===== src/rtl/pinmux_pkg.sv =====
package pinmux_pkg;
    localparam int unsigned ADDR_W = 5;

    // word addresses
    localparam logic [ADDR_W-1:0] A_OWN_SET = 5'd0;
    localparam logic [ADDR_W-1:0] A_OWN_CLR = 5'd1;
    localparam logic [ADDR_W-1:0] A_OWN_STA = 5'd2;
    localparam logic [ADDR_W-1:0] A_OE_SET  = 5'd3;
    localparam logic [ADDR_W-1:0] A_OE_CLR  = 5'd4;
    localparam logic [ADDR_W-1:0] A_OE_STA  = 5'd5;
    localparam logic [ADDR_W-1:0] A_DO_SET  = 5'd6;
    localparam logic [ADDR_W-1:0] A_DO_CLR  = 5'd7;
    localparam logic [ADDR_W-1:0] A_DO_STA  = 5'd8;
    localparam logic [ADDR_W-1:0] A_PU_SET  = 5'd9;
    localparam logic [ADDR_W-1:0] A_PU_CLR  = 5'd10;
    localparam logic [ADDR_W-1:0] A_PU_STA  = 5'd11;
    localparam logic [ADDR_W-1:0] A_PD_SET  = 5'd12;
    localparam logic [ADDR_W-1:0] A_PD_CLR  = 5'd13;
    localparam logic [ADDR_W-1:0] A_PD_STA  = 5'd14;
    localparam logic [ADDR_W-1:0] A_OD_SET  = 5'd15;
    localparam logic [ADDR_W-1:0] A_OD_CLR  = 5'd16;
    localparam logic [ADDR_W-1:0] A_OD_STA  = 5'd17;
    localparam logic [ADDR_W-1:0] A_SEL_LO  = 5'd18;
    localparam logic [ADDR_W-1:0] A_SEL_HI  = 5'd19;
    localparam logic [ADDR_W-1:0] A_LEVEL   = 5'd20;

    localparam int unsigned NFUNC = 4;
    localparam int unsigned FSEL_W = $clog2(NFUNC);
endpackage


===== src/rtl/pinmux_regs.sv =====
module pinmux_regs
    import pinmux_pkg::*;
#(
    parameter int unsigned NPIN = 32
) (
    input  logic              clk_i,
    input  logic              rst_ni,
    input  logic              bus_en_i,
    input  logic              bus_we_i,
    input  logic [ADDR_W-1:0] bus_addr_i,
    input  logic [NPIN-1:0]   bus_wdata_i,
    output logic [NPIN-1:0]   bus_rdata_o,
    input  logic [NPIN-1:0]   pad_in_i,
    output logic [NPIN-1:0]   own_o,
    output logic [NPIN-1:0]   oe_o,
    output logic [NPIN-1:0]   dout_o,
    output logic [NPIN-1:0]   pu_o,
    output logic [NPIN-1:0]   pd_o,
    output logic [NPIN-1:0]   od_o,
    output logic [NPIN-1:0]   sel_lo_o,
    output logic [NPIN-1:0]   sel_hi_o
);
    typedef struct packed {
        logic [NPIN-1:0] own;
        logic [NPIN-1:0] oe;
        logic [NPIN-1:0] dout;
        logic [NPIN-1:0] pu;
        logic [NPIN-1:0] pd;
        logic [NPIN-1:0] od;
        logic [NPIN-1:0] sel_lo;
        logic [NPIN-1:0] sel_hi;
        logic [NPIN-1:0] rdata;
    } regs_t;

    regs_t st_d, st_q;
    logic  wr, rd;

    assign wr = bus_en_i & bus_we_i;
    assign rd = bus_en_i & ~bus_we_i;

    always_comb begin
        st_d = st_q;
        if (wr) begin
            unique case (bus_addr_i)
                A_OWN_SET: st_d.own    = st_q.own  | bus_wdata_i;
                A_OWN_CLR: st_d.own    = st_q.own  & ~bus_wdata_i;
                A_OE_SET:  st_d.oe     = st_q.oe   | bus_wdata_i;
                A_OE_CLR:  st_d.oe     = st_q.oe   & ~bus_wdata_i;
                A_DO_SET:  st_d.dout   = st_q.dout | bus_wdata_i;
                A_DO_CLR:  st_d.dout   = st_q.dout & ~bus_wdata_i;
                A_PU_SET:  st_d.pu     = st_q.pu   | bus_wdata_i;
                A_PU_CLR:  st_d.pu     = st_q.pu   & ~bus_wdata_i;
                A_PD_SET:  st_d.pd     = st_q.pd   | bus_wdata_i;
                A_PD_CLR:  st_d.pd     = st_q.pd   & ~bus_wdata_i;
                A_OD_SET:  st_d.od     = st_q.od   | bus_wdata_i;
                A_OD_CLR:  st_d.od     = st_q.od   & ~bus_wdata_i;
                A_SEL_LO:  st_d.sel_lo = bus_wdata_i;
                A_SEL_HI:  st_d.sel_hi = bus_wdata_i;
                default:   ;
            endcase
        end
        if (rd) begin
            unique case (bus_addr_i)
                A_OWN_STA: st_d.rdata = st_q.own;
                A_OE_STA:  st_d.rdata = st_q.oe;
                A_DO_STA:  st_d.rdata = st_q.dout;
                A_PU_STA:  st_d.rdata = st_q.pu;
                A_PD_STA:  st_d.rdata = st_q.pd;
                A_OD_STA:  st_d.rdata = st_q.od;
                A_SEL_LO:  st_d.rdata = st_q.sel_lo;
                A_SEL_HI:  st_d.rdata = st_q.sel_hi;
                A_LEVEL:   st_d.rdata = pad_in_i;
                default:   st_d.rdata = '0;
            endcase
        end
    end

    always_ff @(posedge clk_i or negedge rst_ni) begin
        if (!rst_ni) begin
            st_q        <= '0;
            st_q.own    <= '1;
            st_q.pu     <= '1;
        end else begin
            st_q <= st_d;
        end
    end

    assign bus_rdata_o = st_q.rdata;
    assign own_o       = st_q.own;
    assign oe_o        = st_q.oe;
    assign dout_o      = st_q.dout;
    assign pu_o        = st_q.pu;
    assign pd_o        = st_q.pd;
    assign od_o        = st_q.od;
    assign sel_lo_o    = st_q.sel_lo;
    assign sel_hi_o    = st_q.sel_hi;


    oe_set_takes_chk: assert property (@(posedge clk_i) disable iff (!rst_ni)
        (wr && bus_addr_i == A_OE_SET) |=> ((oe_o & $past(bus_wdata_i)) == $past(bus_wdata_i)));


    own_clr_takes_chk: assert property (@(posedge clk_i) disable iff (!rst_ni)
        (wr && bus_addr_i == A_OWN_CLR) |=> ((own_o & $past(bus_wdata_i)) == '0));


    zero_mask_stable_chk: assert property (@(posedge clk_i) disable iff (!rst_ni)
        (wr && bus_wdata_i == '0 && bus_addr_i != A_SEL_LO && bus_addr_i != A_SEL_HI)
        |=> ($stable(own_o) && $stable(oe_o) && $stable(dout_o) && $stable(pu_o)
             && $stable(pd_o) && $stable(od_o)));


    level_read_chk: assert property (@(posedge clk_i) disable iff (!rst_ni)
        (rd && bus_addr_i == A_LEVEL) |=> (bus_rdata_o == $past(pad_in_i)));


    idle_rdata_hold_chk: assert property (@(posedge clk_i) disable iff (!rst_ni)
        (!rd) |=> $stable(bus_rdata_o));
endmodule


===== src/rtl/pinmux_pad.sv =====
module pinmux_pad
    import pinmux_pkg::*;
#(
    parameter int unsigned NPIN = 32
) (
    input  logic                  clk_i,
    input  logic                  rst_ni,
    input  logic [NPIN-1:0]       own_i,
    input  logic [NPIN-1:0]       oe_i,
    input  logic [NPIN-1:0]       dout_i,
    input  logic [NPIN-1:0]       pu_i,
    input  logic [NPIN-1:0]       pd_i,
    input  logic [NPIN-1:0]       od_i,
    input  logic [NPIN-1:0]       sel_lo_i,
    input  logic [NPIN-1:0]       sel_hi_i,
    input  logic [NFUNC*NPIN-1:0] periph_do_i,
    input  logic [NFUNC*NPIN-1:0] periph_oe_i,
    output logic [NPIN-1:0]       pad_out_o,
    output logic [NPIN-1:0]       pad_oe_o,
    output logic [NPIN-1:0]       pad_pu_o,
    output logic [NPIN-1:0]       pad_pd_o
);
    logic [NPIN-1:0] drv_val, drv_en;

    for (genvar p = 0; p < NPIN; p++) begin : g_pin
        logic [FSEL_W-1:0] fidx;
        logic [NFUNC-1:0]  f_do, f_oe;

        assign fidx = {sel_hi_i[p], sel_lo_i[p]};

        always_comb begin
            for (int f = 0; f < NFUNC; f++) begin
                f_do[f] = periph_do_i[f*NPIN + p];
                f_oe[f] = periph_oe_i[f*NPIN + p];
            end
        end

        assign drv_val[p]   = own_i[p] ? dout_i[p] : f_do[fidx];
        assign drv_en[p]    = own_i[p] ? oe_i[p]   : f_oe[fidx];
        assign pad_out_o[p] = drv_val[p];
        assign pad_oe_o[p]  = drv_en[p] & ~(od_i[p] & drv_val[p]);
        assign pad_pu_o[p]  = pu_i[p];
        assign pad_pd_o[p]  = pd_i[p] & ~pu_i[p];
    end


    od_release_chk: assert property (@(posedge clk_i) disable iff (!rst_ni)
        ((own_i & od_i & dout_i & pad_oe_o) == '0));


    gpio_follow_chk: assert property (@(posedge clk_i) disable iff (!rst_ni)
        ((own_i & (pad_out_o ^ dout_i)) == '0));


    pull_conflict_chk: assert property (@(posedge clk_i) disable iff (!rst_ni)
        ((pu_i & pad_pd_o) == '0));
endmodule


===== src/rtl/pinmux_bank.sv =====
module pinmux_bank
    import pinmux_pkg::*;
#(
    parameter int unsigned NPIN = 32
) (
    input  logic                  clk_i,
    input  logic                  rst_ni,
    input  logic                  bus_en_i,
    input  logic                  bus_we_i,
    input  logic [ADDR_W-1:0]     bus_addr_i,
    input  logic [NPIN-1:0]       bus_wdata_i,
    output logic [NPIN-1:0]       bus_rdata_o,
    input  logic [NPIN-1:0]       pad_in_i,
    input  logic [NFUNC*NPIN-1:0] periph_do_i,
    input  logic [NFUNC*NPIN-1:0] periph_oe_i,
    output logic [NPIN-1:0]       pad_out_o,
    output logic [NPIN-1:0]       pad_oe_o,
    output logic [NPIN-1:0]       pad_pu_o,
    output logic [NPIN-1:0]       pad_pd_o
);
    logic [NPIN-1:0] own, oe, dout, pu, pd, od, sel_lo, sel_hi;

    pinmux_regs #(.NPIN(NPIN)) regs_i (
        .clk_i       (clk_i),
        .rst_ni      (rst_ni),
        .bus_en_i    (bus_en_i),
        .bus_we_i    (bus_we_i),
        .bus_addr_i  (bus_addr_i),
        .bus_wdata_i (bus_wdata_i),
        .bus_rdata_o (bus_rdata_o),
        .pad_in_i    (pad_in_i),
        .own_o       (own),
        .oe_o        (oe),
        .dout_o      (dout),
        .pu_o        (pu),
        .pd_o        (pd),
        .od_o        (od),
        .sel_lo_o    (sel_lo),
        .sel_hi_o    (sel_hi)
    );

    pinmux_pad #(.NPIN(NPIN)) pad_i (
        .clk_i       (clk_i),
        .rst_ni      (rst_ni),
        .own_i       (own),
        .oe_i        (oe),
        .dout_i      (dout),
        .pu_i        (pu),
        .pd_i        (pd),
        .od_i        (od),
        .sel_lo_i    (sel_lo),
        .sel_hi_i    (sel_hi),
        .periph_do_i (periph_do_i),
        .periph_oe_i (periph_oe_i),
        .pad_out_o   (pad_out_o),
        .pad_oe_o    (pad_oe_o),
        .pad_pu_o    (pad_pu_o),
        .pad_pd_o    (pad_pd_o)
    );
endmodule


===== config.mk =====
export PLATFORM = sky130hd
export DESIGN_NAME = pinmux_bank
export DESIGN_NICKNAME = d
export VERILOG_FILES = /design/src/rtl/pinmux_pkg.sv /design/src/rtl/pinmux_regs.sv /design/src/rtl/pinmux_pad.sv /design/src/rtl/pinmux_bank.sv
export SDC_FILE = /design/constraint.sdc
export NUM_CORES = 1
export LEC_CHECK = 0
export BUFFER_PORTS_ARGS = -buffer_cell sky130_fd_sc_hd__buf_4
export CORE_AREA = 2 2 192 194
export CTS_BUF_LIST = sky130_fd_sc_hd__clkbuf_8
export DETAILED_ROUTE_END_ITERATION = 7
export DIE_AREA = 0 0 194 196
export PLACE_DENSITY = 0.71
export SLEW_MARGIN = 20
export SYNTH_ARGS = -nofsm -noshare
export SYNTH_HDL_FRONTEND = slang
export SYNTH_SLANG_ARGS = --single-unit

===== constraint.sdc =====
create_clock -name clk_i -period 2 [get_ports clk_i]
set_input_delay 0.3 -clock clk_i [delete_from_list [all_inputs] [get_ports clk_i]]
set_output_delay 0.3 -clock clk_i [all_outputs]
set_load 0.01 [all_outputs]

### Yosys cells after proc, flatten, opt, wreduce, memory -nomap -nowiden

Cells that the tools add are included.

| storage, ports and cells | value |
|---|---|
| bits in registers | 288 |
| bits in latches | 0 |
| RAM bits | 0 |
| ROM bits | 0 |
| bits of input ports | 329 |
| logic and storage cells | 451 |
| memories kept | 0 |

| cells by class | value |
|---|---|
| add/subtract/negate cells | 0 |
| multipliers | 0 |
| divide/modulo/power cells | 0 |
| order comparisons | 32 |
| eq/ne operators | 20 |
| shift operators | 0 |
| mux-type cells | 199 |
| bitwise operators | 176 |
| reductions and logical operators | 15 |

Operators by type and width:

| cell | count |
|---|---|
| $pmux 32 s2 | 6 |
| $pmux 32 s9 | 1 |
| $and 32x32->32 | 6 |
| $or 32x32->32 | 6 |
| $bmux 1 s2 | 64 |
| $mux 1 | 128 |
| $and 1x1->1 | 98 |
| $lt 2x3->1 const B | 32 |
| $not 1->1 | 65 |
| $eq 5x4->1 const B | 8 |
| $not 32->32 | 1 |
| $eq 5x5->1 const B | 5 |
| $eq 5x3->1 const B | 4 |
| $reduce_and 2->1 | 8 |
| $reduce_bool 2->1 | 6 |
| $eq 5x2->1 const B | 2 |
| $eq 5x1->1 const B | 1 |
| $logic_not 5->1 | 1 |

### Depth between registers and ports, before layout

Gate-level depths: netlist of run 1.

| logic depth | value |
|---|---|
| depth after elaboration | 6 |
| depth in mapped cells | 8 |

### Cells and area by module

From an unflattened synthesis of run 1, not the netlist that was laid out.

| second synthesis, totals | value |
|---|---|
| cells, all modules | 1638 |
| area total of the unflattened synthesis | 16450.8 sq um |

Modules (own cells, without submodules):

| module | times used | cells an instance | area an instance (sq um) |
|---|---|---|---|
| pinmux_regs | 1 | 1189 | 13265.2 |
| pinmux_pad | 1 | 449 | 3185.6 |

### Worst setup path before layout of run 1

No wires, ideal clock.

| timing path | value |
|---|---|
| path kind | flip-flop to output port |
| start point | register regs_i.st_q (netlist bit regs_i.sel_lo_o[11]) |
| end point | output port pad_oe_o[11] |
| data arrival time | 1.439 ns |
| slack | 0.261 ns |
| cell stages (with the launch flop) | 4 |
| path buffers | 0 |
| cell sequence | dfrtp_1 > mux4_2 > mux2_2 > a21oi_1 |

| between the ends | value |
|---|---|
| word-level cells in the longest chain between the ends | 6 |
| elaborated cells between the ends (all ways) | 9 |

Ends and longest elaborated chain:

| item | line | text |
|---|---|---|
| start: declaration | pinmux_regs.sv:35 | `regs_t st_d, st_q;` |
| start signal: assignment | pinmux_regs.sv:84 | `st_q <= st_d;` |
| $bmux 1 s2 | pinmux_pad.sv:38 | `assign drv_val[p] = own_i[p] ? dout_i[p] : f_do[fidx];` |
| $mux 1 (implied by the code) | pinmux_pad.sv:38 |  |
| $mux 1 | pinmux_pad.sv:38 |  |
| via pad_out_o[11] | pinmux_bank.sv:16 | `output logic [NPIN-1:0] pad_out_o,` |
| $and 1x1->1 | pinmux_pad.sv:41 | `assign pad_oe_o[p] = drv_en[p] & ~(od_i[p] & drv_val[p]);` |
| $not 1->1 | pinmux_pad.sv:41 |  |
| $and 1x1->1 | pinmux_pad.sv:41 |  |
| end: declaration | pinmux_bank.sv:17 | `output logic [NPIN-1:0] pad_oe_o,` |

The timed path passes the listed nets, and every way through them passes these cells. The select of a mux whose other input is x is not followed.

### Worst setup path in the final report of run 1

| timing path | value |
|---|---|
| start point | register regs_i.st_q (netlist bit regs_i.sel_lo_o[21]) |
| end point | output port pad_oe_o[21] |

| between the ends | value |
|---|---|
| word-level cells in the longest chain between the ends | 6 |
| elaborated cells between the ends (all ways) | 9 |

Ends and longest elaborated chain:

| item | line |
|---|---|
| $bmux 1 s2 | pinmux_pad.sv:38 |
| $mux 1 (implied by the code) | pinmux_pad.sv:38 |
| $mux 1 | pinmux_pad.sv:38 |
| $and 1x1->1 | pinmux_pad.sv:41 |
| $not 1->1 | pinmux_pad.sv:41 |
| $and 1x1->1 * | pinmux_pad.sv:41 |

Mark *: on every way between the ends. The rest lies on a longest branch, timed or not. The select of a mux whose other input is x is not followed.

==> results of run 1 <==
## cells by family after synthesis
logic type,share of synthesized area
mux,0.197
buf+inv,0.0517
simple gates,0.0718
compound gates,0.225
xor+xnor,0.000546
flops,0.454
## power breakdown
part	internal [W]	total [W]	switching, W
clock network	0.00297	0.00548	0.00251
registers	0.00707	0.00829	0.00123
logic	0.00350	0.00627	0.00277
total	0.0135	0.0200	0.00650
## per-layer routing
| metal | track usage | share of wire | up-vias |
|---|---|---|---|
| met5 | 0 | 0 | - |
| met4 | 0.159 | 0.049 | 0 |
| met3 | 0.0658 | 0.095 | 231 |
| met2 | 0.567 | 0.49 | 1180 |
| met1 | 0.422 | 0.36 | 7898 |
| li1 | - | - | 6883 |
## area by class of cell
| class | instances | area [um2] | share of cell area |
|---|---|---|---|
| inverter | 13 | 48.8 | 0.00213 |
| tap | 468 | 586 | 0.0256 |
| multi-input combinational | 988 | 8330 | 0.363 |
| clock buffer | 60 | 826 | 0.0360 |
| antenna | 2 | 5.00 | 0.000218 |
| sequential | 288 | 7290 | 0.318 |
| timing repair buffer | 669 | 5640 | 0.246 |
| clock inverter | 31 | 188 | 0.00819 |
## final timing paths
kind	from	to	slack [ns]	depth (start not counted)
worst max-delay path	regs_i.sel_lo_o[21]	pad_oe_o[21]	-0.41	4
worst min-delay path	pad_in_i[23]	regs_i.bus_rdata_o[23]	0.05	3
worst max register to register	regs_i.sel_lo_o[18]	regs_i.bus_rdata_o[18]	0.40	5
worst min register to register	register	register	0.53	2
max in group asynchronous	rst_ni	asynchronous set/reset pin	0.96	3
min in group asynchronous	rst_ni	regs_i.sel_lo_o[27]	0.25	2
## critical path, delay by kind of cell (launching register included)
family / cells / cell delay [ns]
flip-flops: 1 / 0.38
multiplexers: 2 / 0.87
AO/OA/AOI/OAI: 1 / 0.12
buffers and inverters: 1 / 0.15
## synthesized netlist by cell type (2+ instances only)
cell / n
nor3b_1: 10
nor3b_2: 3
nand2_1: 6
nand2b_1: 5
nor2b_1: 23
inv_1: 13
and2_1: 2
nand3b_1: 11
mux2_2: 95
o21ai_0: 20
buf_4: 13
and3_1: 33
mux4_2: 64
a31oi_1: 287
nor3_2: 2
clkbuf_1: 82
a21oi_1: 170
a2111oi_0: 27
or3_1: 2
dfstp_2: 64
nor3_1: 12
nor2_1: 56
a221oi_1: 6
or4b_4: 2
buf_2: 36
nand4bb_1: 2
nor2_8: 2
dfrtp_1: 224
o2bb2ai_1: 7
a222oi_1: 5
nor3_4: 2
a22oi_1: 52
mux2i_1: 64
buf_6: 17
## cell usage in the layout (no fill, tap or decap), drive strengths merged, types with 3 or more instances in the layout
cell | netlist | layout
mux2i | 64 | 64
nor3b | 13 | 13
clkbuf | 82 | 60
o2bb2ai | 7 | 7
a2111oi | 27 | 27
a221oi | 6 | 6
buf | 67 | 636
nand3b | 13 | 13
o21ai | 20 | 20
nand2 | 6 | 6
inv | 13 | 33
nand2b | 5 | 5
nor2b | 23 | 23
mux2 | 96 | 96
a21oi | 170 | 170
clkinv | 0 | 6
a22oi | 52 | 52
a222oi | 5 | 5
dfrtp | 224 | 224
dlygate4sd3 | 0 | 33
nor3 | 16 | 16
clkinvlp | 0 | 3
dfstp | 64 | 64
nor2 | 60 | 60
mux4 | 64 | 64
a31oi | 287 | 287
and3 | 33 | 33
## stage by stage
step	total power (W)	cell area, um2	TNS, ns	utilization	worst slack, ns
floorplan	0.0107	16100	0	-	0.261
CTS	0.0199	22800	-17.73	0.633	-0.413
global placement	0.0136	20900	-0.117	0.580	-0.0683
finish	0.0200	22900	-17.25	0.635	-0.414
detailed placement	0.0138	20900	-1.10	0.580	-0.105
global route	0.0209	22900	-21.40	0.635	-0.486
## what timing repair did
action	in CTS	in global routing
endpoints found under the hold margin	125	0
cloned	0	0
hold buffers	33	0
pin swaps	32	2
setup buffers	16	6
endpoints found under the setup margin	64	64
resized for setup	110	10
==> summary.txt, run 1 <==
Placed design
  – Port Buffers: between 400 and 500
  – Dpl cells: between 2000 and 2500
  – DP Wirelength: 46200 um
  – Routability cong.: approximately 0.9

Final layout
  – P&R area growth vs syn: 42.7%
  – Fraction of layout cells with a size suffix above 1: 0.489
  – Final Non-Filler Cells: roughly 2500
  – Final #Nets: about 2300
  – Filler instances: roughly 2900

Clocking
  – Clock Tree Root: clkbuf_8
  – # clock sinks: 288
  – CTS tree: built
  – Later-pin clock latency in the skew report: 0.58 ns
  – H-tree depth: 2
  – Clock buffer depth: 3
  – Worst-path clk slew: roughly 0.06 ns
  – CTS Buf Count: 49

Status
  – Failing checks: setup timing
  – Outcome: finished with violations

Drt
  – Initial DRC Count: 1695
  – DRC viols: 0
  – Antenna violation net count after detailed routing: 0
  – Detailed Routing Iterations Pass 1: 6
  – Via density: about 6.4
  – Routed WL per cell: 26.3 um
  – Post-Route WL: ~66000 um
  – Via count: between 15000 and 20000

Critical path
  – Crit Path Max Fanout: 2
  – Crit. End Element: output port
  – Max incr delay on CP: 0.56 ns
  – Worst EP required: 1.70 ns
  – Startpoint Class: register
  – Slowest cell on the critical path: mux4_2
  – WS Path Type: reg2out
  – CP arrival: 2.11 ns
  – Cell Chain, Critical Path: mux4_2 > mux2_4 > a21oi_2 > buf_4

Floorplanning
  – Die area: roughly 0.038 mm2
  – Die Width: just under 200 um
  – Num ports: approximately 500
  – Die height: slightly below 200 um
  – Initial Utilization: 0.445
  – Core area: ~0.036 mm2
  – Row cnt: 70

Timing
  – Worst setup margin: -0.414 ns
  – Setup repair after global routing missed its margin: true
  – Slew Limit Fails: 0
  – Final setup vio count: 64
  – Final Cycle Share: 1.21
  – Fin crit period: about 2.4 ns
  – Worst-margin pin slew: approximately 1.1 ns
  – WHS: between 0.05 and 0.06 ns
  – Worst Skew: around 0.029 ns
  – Final Hold Fails: 0
  – Max Freq: 0.414 GHz
  – Max-slew headroom: 0.287

Global routing
  – Vias in the first global route: between 15000 and 20000
  – Total grt overflow: 0
  – Total GRT Usage: 0.338
  – Antenna violations before repair: 3
  – Global-route wire length before repair: slightly below 100000 um
  – Largest net degree at the start of global routing: between 90 and 100

Synthesis
  – Ranking of synthesized cells by area: dfrtp_1 (35%), a31oi_1 (11%), dfstp_2 (10%)
  – Prevailing post-synth register cell: dfrtp_1
  – Warnings, synthesis: 0
  – Cell Area, Synth: roughly 0.016 mm2
  – Cells after Synth: around 1400
  – Mean Syn Cell Area: about 11 um2
  – Area leader, netlist: dfrtp_1
  – Post-synthesis sequential area ratio: 0.454
  – Post-synth EDFFs: 0
  – Top cell type's share of synthesized area: 0.349
  – Distinct cells, synth: 53
  – Fraction of registers with async set/reset: 1.00
  – Synth Net Count: between 1500 and 2000
  – Synth Register Bits: 288

Power
  – Leakage: 10.2 nW
  – VDD IR max: slightly below 0.5 mV
  – PwrDens: around 870 mW/mm2

Min path
  – Worst hold-check path type: in2reg

Job
  – Max_cap viols: 0
(Power assumes the default switching activity.)
==> run 2: changes to the inputs <==
CORE_AREA = 2 2 190 192   (was 2 2 192 194)
CTS_BUF_LIST = not set   (was sky130_fd_sc_hd__clkbuf_8)
DIE_AREA = 0 0 192 194   (was 0 0 194 196)
PLACE_DENSITY = 0.72   (was 0.71)
==> run 2 against run 1 <==
Effect of this change: the flow still finishes with violations (setup timing); clock power grew 3.8%; register-to-register slack is essentially flat; flip-flop and latch count is the same; critical endpoint is now pad_oe_o[8]; largest cell class unchanged.
==> summary.txt, run 2 (same netlist as run 1, synthesis figures left out) <==
Global routing
  – Global-route wire length before repair: 98000 um (-0.66%)
  – Total grt overflow: 0 (unchanged)
  – Total GRT Usage: 0.345 (+0.00711)
  – Vias in the first global route: 16400 (+1.4%)
  – Antenna violations before repair: 1 (-2)
  – Largest net degree at the start of global routing: 70 (-25%)

Floorplanning
  – Die area: 0.0372 mm2 (-2.0%)
  – Num ports: 489 (unchanged)
  – Row cnt: 69 (-1.4%)
  – Die Width: 192 um (-1.0%)
  – Core area: 0.0352 mm2 (-2.4%)
  – Initial Utilization: 0.456 (+0.0109)
  – Die height: 194 um (-1.0%)

Clocking
  – CTS tree: built
  – Later-pin clock latency in the skew report: 0.56 ns (-0.02 ns)
  – Clock buffer depth: 3 (unchanged)
  – # clock sinks: 288 (unchanged)
  – H-tree depth: 1 (-1)
  – Clock Tree Root: clkbuf_16
  – Worst-path clk slew: 0.06 ns (about the same)
  – CTS Buf Count: 31 (-37%)

Power
  – Design Power: 0.0203 W (+1.4%)
  – VDD IR max: 0.666 mV (+36%)
  – Leakage: 10.0 nW (-1.4%)
  – PwrDens: 888 mW/mm2 (+1.5%)

Final layout
  – Fraction of layout cells with a size suffix above 1: 0.487 (-0.00229)
  – Commonest non-fill, non-tap cell in the layout: buf_4
  – Final #Nets: 2302 (-1.5%)
  – Antenna diodes: 0 (-2)
  – Filler instances: 2741 (-3.9%)
  – Commonest non-fill, non-tap cells in the layout: buf_4 (539), a31oi_1 (287), dfrtp_1 (220), a21oi_1 (138)
  – P&R area growth vs syn: 42.6%

Drt
  – DRC viols: 0 (unchanged)
  – Detailed Routing Iterations Pass 1: 7 (+1)
  – Via count: 16100 (-0.47%)
  – Routed WL per cell: 26.8 um (+1.8%)
  – Post-Route WL: 65800 um (-0.65%)
  – Via density: 6.56 (+2.0%)
  – Antenna violation net count after detailed routing: 0 (unchanged)
  – Initial DRC Count: 1790 (+5.6%)

Timing
  – Max-slew headroom: 0.209 (-0.0782)
  – Slew Limit Fails: 0 (unchanged)
  – Worst Skew: 0.00738 ns (-0.0214 ns)
  – Fin crit period: 2.37 ns (-0.0438 ns)
  – Sum Neg Setup Slack: -16.57 ns (+0.684 ns)
  – Worst-margin pin slew: 1.18 ns (+0.117 ns)
  – Final Hold Fails: 0 (unchanged)
  – Final Cycle Share: 1.18 (-0.0219)
  – Worst setup margin: -0.370 ns (+0.0438 ns)
  – Final setup vio count: 64 (unchanged)
  – Setup repair after global routing missed its margin: true
  – Max Freq: 0.422 GHz (+1.8%)

Critical path
  – Critical path startpoint: regs_i.sel_lo_o[8]
  – WS Path Type: reg2out
  – Worst EP required: 1.70 ns (about the same)
  – Crit Path Max Fanout: 2 (unchanged)
  – Crit. End Element: output port
  – Critical R2R Launch: regs_i.sel_lo_o[17]
  – CP arrival: 2.07 ns (-0.04 ns)
  – Startpoint Class: register

Status
  – Outcome: finished with violations
  – Failing checks: setup timing

Placed design
  – Routability cong.: 0.876 (-2.2%)
  – Pre-CTS setup slack: -0.0436 ns (+0.0612 ns)
  – Port Buffers: 488 (unchanged)
  – DP Wirelength: 46100 um (about the same)

Min path
  – Worst hold-check path type: in2reg
  – Hold_sp: bus_wdata_i[13]

Job
  – Max_cap viols: 0 (unchanged)
[run 2: changes by cell type in the layout (fill, tap and decap cells not counted), moves of 2 or more]
cell           delta
clkbuf_1          +7
clkbuf_16        +31
dlygate4sd3_1     -9
buf_4            -22
buf_6             +4
inv_1            -20
clkbuf_8         -51
diode_2           -2
buf_12            +9
[run 2: final cells by class]
class | instances | area [um2] | area share
Multi-Input combinational cell | 988 | 8340 | 0.365
Sequential cell | 288 | 7290 | 0.319
Timing Repair Buffer | 651 | 5610 | 0.245
Clock buffer | 47 | 926 | 0.0405
Tap cell | 461 | 577 | 0.0252
Clock inverter | 10 | 85.1 | 0.00372
Inverter | 13 | 48.8 | 0.00213
[run 2: worst max-delay path: stages, from the launching register on]
cell and delay (ns):
dfrtp_1 0.39, mux4_2 0.54, mux2_4 0.31, a21oi_4 0.15
buf_6 0.12
[run 2: per-layer routing]
| layer | global-route usage | up-vias | share of wire |
|---|---|---|---|
| li1 | - | 6784 | - |
| met1 | 0.432 | 7960 | 0.36 |
| met2 | 0.569 | 1129 | 0.48 |
| met3 | 0.0668 | 241 | 0.11 |
| met4 | 0.171 | 2 | 0.056 |
| met5 | 0 | - | 0.00017 |
[run 2: path summary, 6_finish.rpt]
path | to | cells past startpoint | slack (ns)
max | pad_oe_o[8] | 4 | -0.37
min | register | 2 | 0.02
max reg2reg | regs_i.bus_rdata_o[17] | 5 | 0.40
min reg2reg | register | 2 | 0.54
max in group asynchronous | asynchronous set/reset pin | 3 | 1.01
min in group asynchronous | regs_i.sel_hi_o[0] | 2 | 0.23
[run 2: what timing repair did]
| action | 4_1_cts | 5_1_grt |
|---|---|---|
| buffers inserted | 10 | 6 |
| endpoints found under the setup margin | 64 | 64 |
| endpoints found under the hold margin | 70 | 0 |
| resized for setup | 109 | 17 |
| pin swaps | 32 | 3 |
| hold buffers | 24 | 0 |
[run 2: through the flow]
step | utilization | instances | area [um2] | hold slack (ns)
floorplan | - | 1438 | 16100 | 0.00441
global placement | 0.597 | 2363 | 21000 | 0.228
detailed placement | 0.597 | 2363 | 21000 | 0.234
CTS | 0.646 | 2452 | 22800 | 0.00220
global route | 0.650 | 2458 | 22900 | 0.0162
finish | 0.650 | 2458 | 22900 | 0.0169
[run 2: power breakdown]
part / leakage (nW) / total (W) / switching (W) / internal, W
Sequential: 3.54 / 0.00832 / 0.00126 / 0.00707
Combinational: 6.01 / 0.00631 / 0.00278 / 0.00352
Clock: 0.489 / 0.00569 / 0.00239 / 0.00330
==> run 3: changes to the inputs <==
SETUP_SLACK_MARGIN = 0.5   (was not set)
==> run 3 against run 2 <==
Effect of this change: non-clock buffer count increased by 69; combinational power grew 13%; largest power group unchanged; highest routed layer unchanged; utilization grew 4.3 points; the run still ends with setup timing left.
==> summary.txt, run 3 (same netlist as run 1, synthesis figures left out) <==
Status
  – Outcome: finished with violations
  – Failing checks: setup timing

Final layout
  – Filler instances: 2559 (-6.6%)
  – Final Util: 0.693 (+0.0428)
  – Commonest non-fill, non-tap cells in the layout: buf_4 (532), a31oi_1 (287), dfrtp_1 (204), a21oi_1 (120), buf_6 (117)
  – P&R area growth vs syn: 51.9%
  – Fraction of layout cells with a size suffix above 1: 0.542 (+0.0554)
  – Final #Nets: 2371 (+3.0%)
  – Design area: 0.0244 mm2 (+6.6%)
  – Commonest non-fill, non-tap cell in the layout: buf_4
  – Final Non-Filler Cells: 2529 (+2.9%)

Timing
  – Final Cycle Share: 1.21 (+0.0266)
  – Final Hold Fails: 0 (unchanged)
  – Fin crit period: 2.42 ns (+0.0532 ns)
  – Setup repair after global routing missed its margin: true
  – Max Freq: 0.413 GHz (-2.2%)
  – Final setup vio count: 64 (unchanged)
  – Max-slew headroom: 0.508 (+0.299)
  – Worst setup margin: -0.423 ns (-0.0532 ns)
  – Worst Skew: 0.0130 ns (+0.00561 ns)
  – Slew Limit Fails: 0 (unchanged)
  – Worst-margin pin slew: 0.735 ns (-0.449 ns)

Drt
  – Detailed Routing Iterations Pass 1: 8 (+1)
  – Via density: 6.62 (+0.98%)
  – Post-Route WL: 69500 um (+5.7%)
  – Antenna violation net count after detailed routing: 0 (unchanged)
  – Initial DRC Count: 1830 (+2.2%)
  – Via count: 16700 (+3.9%)
  – Routed WL per cell: 27.5 um (+2.7%)
  – DRC viols: 0 (unchanged)

Placed design
  – Routability cong.: 0.872 (-0.41%)
  – DP Area: 0.0214 mm2 (+1.6%)
  – Port Buffers: 488 (unchanged)
  – DP Wirelength: 46000 um (-0.27%)
  – Dpl cells: 2332 (-1.3%)

Global routing
  – Largest net degree at the start of global routing: 61 (-13%)
  – Antenna violations before repair: 3 (+2)
  – Vias in the first global route: 16800 (+2.2%)
  – Total GRT Usage: 0.351 (+0.00639)
  – Total grt overflow: 0 (unchanged)
  – Global-route wire length before repair: 99500 um (+1.6%)

Clocking
  – Clock Tree Root: clkbuf_16
  – CTS Buf Count: 31 (unchanged)
  – Later-pin clock latency in the skew report: 0.56 ns (about the same)
  – CTS tree: built
  – H-tree depth: 1 (unchanged)
  – # clock sinks: 288 (unchanged)
  – Clock buffer depth: 3 (unchanged)
  – Worst-path clk slew: 0.06 ns (about the same)

Critical path
  – FF-to-FF path depth: 6 (+1)
  – CP arrival: 2.12 ns (+0.05 ns)
  – Startpoint Class: register
  – FF-to-FF setup slack: 0.55 ns (+0.15 ns)
  – Critical path startpoint: regs_i.sel_lo_o[10]
  – RR Endpoint: regs_i.bus_rdata_o[22]
  – Critical R2R Launch: regs_i.sel_lo_o[22]
  – Crit Path Max Fanout: 3 (+1)
  – Crit path to: pad_out_o[10]
  – WS Path Type: reg2out
  – Crit. End Element: output port
  – Worst EP required: 1.70 ns (about the same)

Floorplanning
  – Num ports: 489 (unchanged)
  – Initial Utilization: 0.456 (unchanged)
  – Die height: 194 um (unchanged)
  – Row cnt: 69 (unchanged)
  – Die Width: 192 um (unchanged)
  – Die area: 0.0372 mm2 (unchanged)
  – Core area: 0.0352 mm2 (unchanged)

Min path
  – Worst hold-check path type: in2reg
  – Worst Hold Depth: 2 (unchanged)
  – Hold_sp: bus_wdata_i[26]

Power
  – VDD IR max: 0.684 mV (+2.7%)
  – Clk pwr share: 0.272 (-0.008)
  – Sw Share: 0.317 (+0.000911)
  – Logic pwr share: 0.333 (+0.023)
  – PwrDens: 876 mW/mm2 (-1.3%)
  – Sequential fraction of design power: 0.395 (-0.015)
  – NetSw: 0.00678 W (+5.5%)
  – Int Power: 0.0146 W (+5.0%)
  – Leakage: 10.6 nW (+5.6%)

Job
  – Max_cap viols: 0 (unchanged)
==> run 3: cell types whose count changed in the layout (fill, tap and decap cells not counted), sizes merged <==
cell         before  now
dlygate4sd3      24   23
clkbuf           47   54
inv              13   14
clkinv            5    7
diode             0    2
clkinvlp          4    0
buf             627  690
bufinv            1    2
==> run 3: repair_timing <==
item,4_1_cts,5_1_grt
hold buffers,23,0
hold endpoints to repair,65,0
pin swaps,5,20
resized for setup,132,70
gates cloned,0,9
setup buffers,82,23
endpoints found under the setup margin,133,219
==> run 3: per-layer routing <==
layer / routed length (um) / part of all wire / track usage
met1: 24700 / 0.35 / 0.434
met4: 4040 / 0.058 / 0.194
met5: 20 / 0.00029 / 0
met2: 33400 / 0.48 / 0.581
met3: 7410 / 0.11 / 0.0648
==> run 3: worst min-delay path by stage <==
stage	to	slack, ns
floorplan	asynchronous set/reset pin	0.004
global placement	asynchronous set/reset pin	0.27
detailed placement	regs_i.sel_hi_o[31]	0.26
CTS	register	0.0002
global route	register	0.03
finish	register	0.02
==> run 3: through the flow <==
stage | TNS, ns | setup WS [ns] | hold WS, ns | power [W]
after floorplan | 0 | 0.355 | 0.00441 | 0.0114
after global placement | -0.0992 | -0.0416 | 0.265 | 0.0141
after detailed placement | -1.63 | -0.112 | 0.262 | 0.0143
after CTS | -18.08 | -0.438 | 0.000196 | 0.0210
after global routing | -20.63 | -0.454 | 0.0333 | 0.0222
final | -17.80 | -0.423 | 0.0159 | 0.0214
==> run 3: worst max-delay path, stage by stage (launching register included) <==
cell and delay [ns]:
dfrtp_2 0.39, mux4_2 0.57, mux2_4 0.32, buf_4 0.15, buf_4 0.14
==> run 3: area by class of cell <==
| cell class | count | area [um2] | area share |
|---|---|---|---|
| Antenna cell | 2 | 5.00 | 0.000205 |
| Clock buffer | 47 | 926 | 0.0380 |
| Clock inverter | 10 | 104 | 0.00426 |
| Inverter | 13 | 48.8 | 0.00200 |
| Multi-Input combinational cell | 988 | 8890 | 0.365 |
| Sequential cell | 288 | 7310 | 0.300 |
| Tap cell | 461 | 577 | 0.0236 |
| Timing Repair Buffer | 720 | 6530 | 0.268 |
==> run 3: power by group through the flow <==
stage	Combinational, W	Sequential (W)	Clock [W]
after detailed placement	0.00584	0.00848	0
after global placement	0.00569	0.00844	0
after CTS	0.00681	0.00835	0.00581
after floorplan	0.00326	0.00812	0
after global routing	0.00757	0.00854	0.00606
final	0.00713	0.00844	0.00581
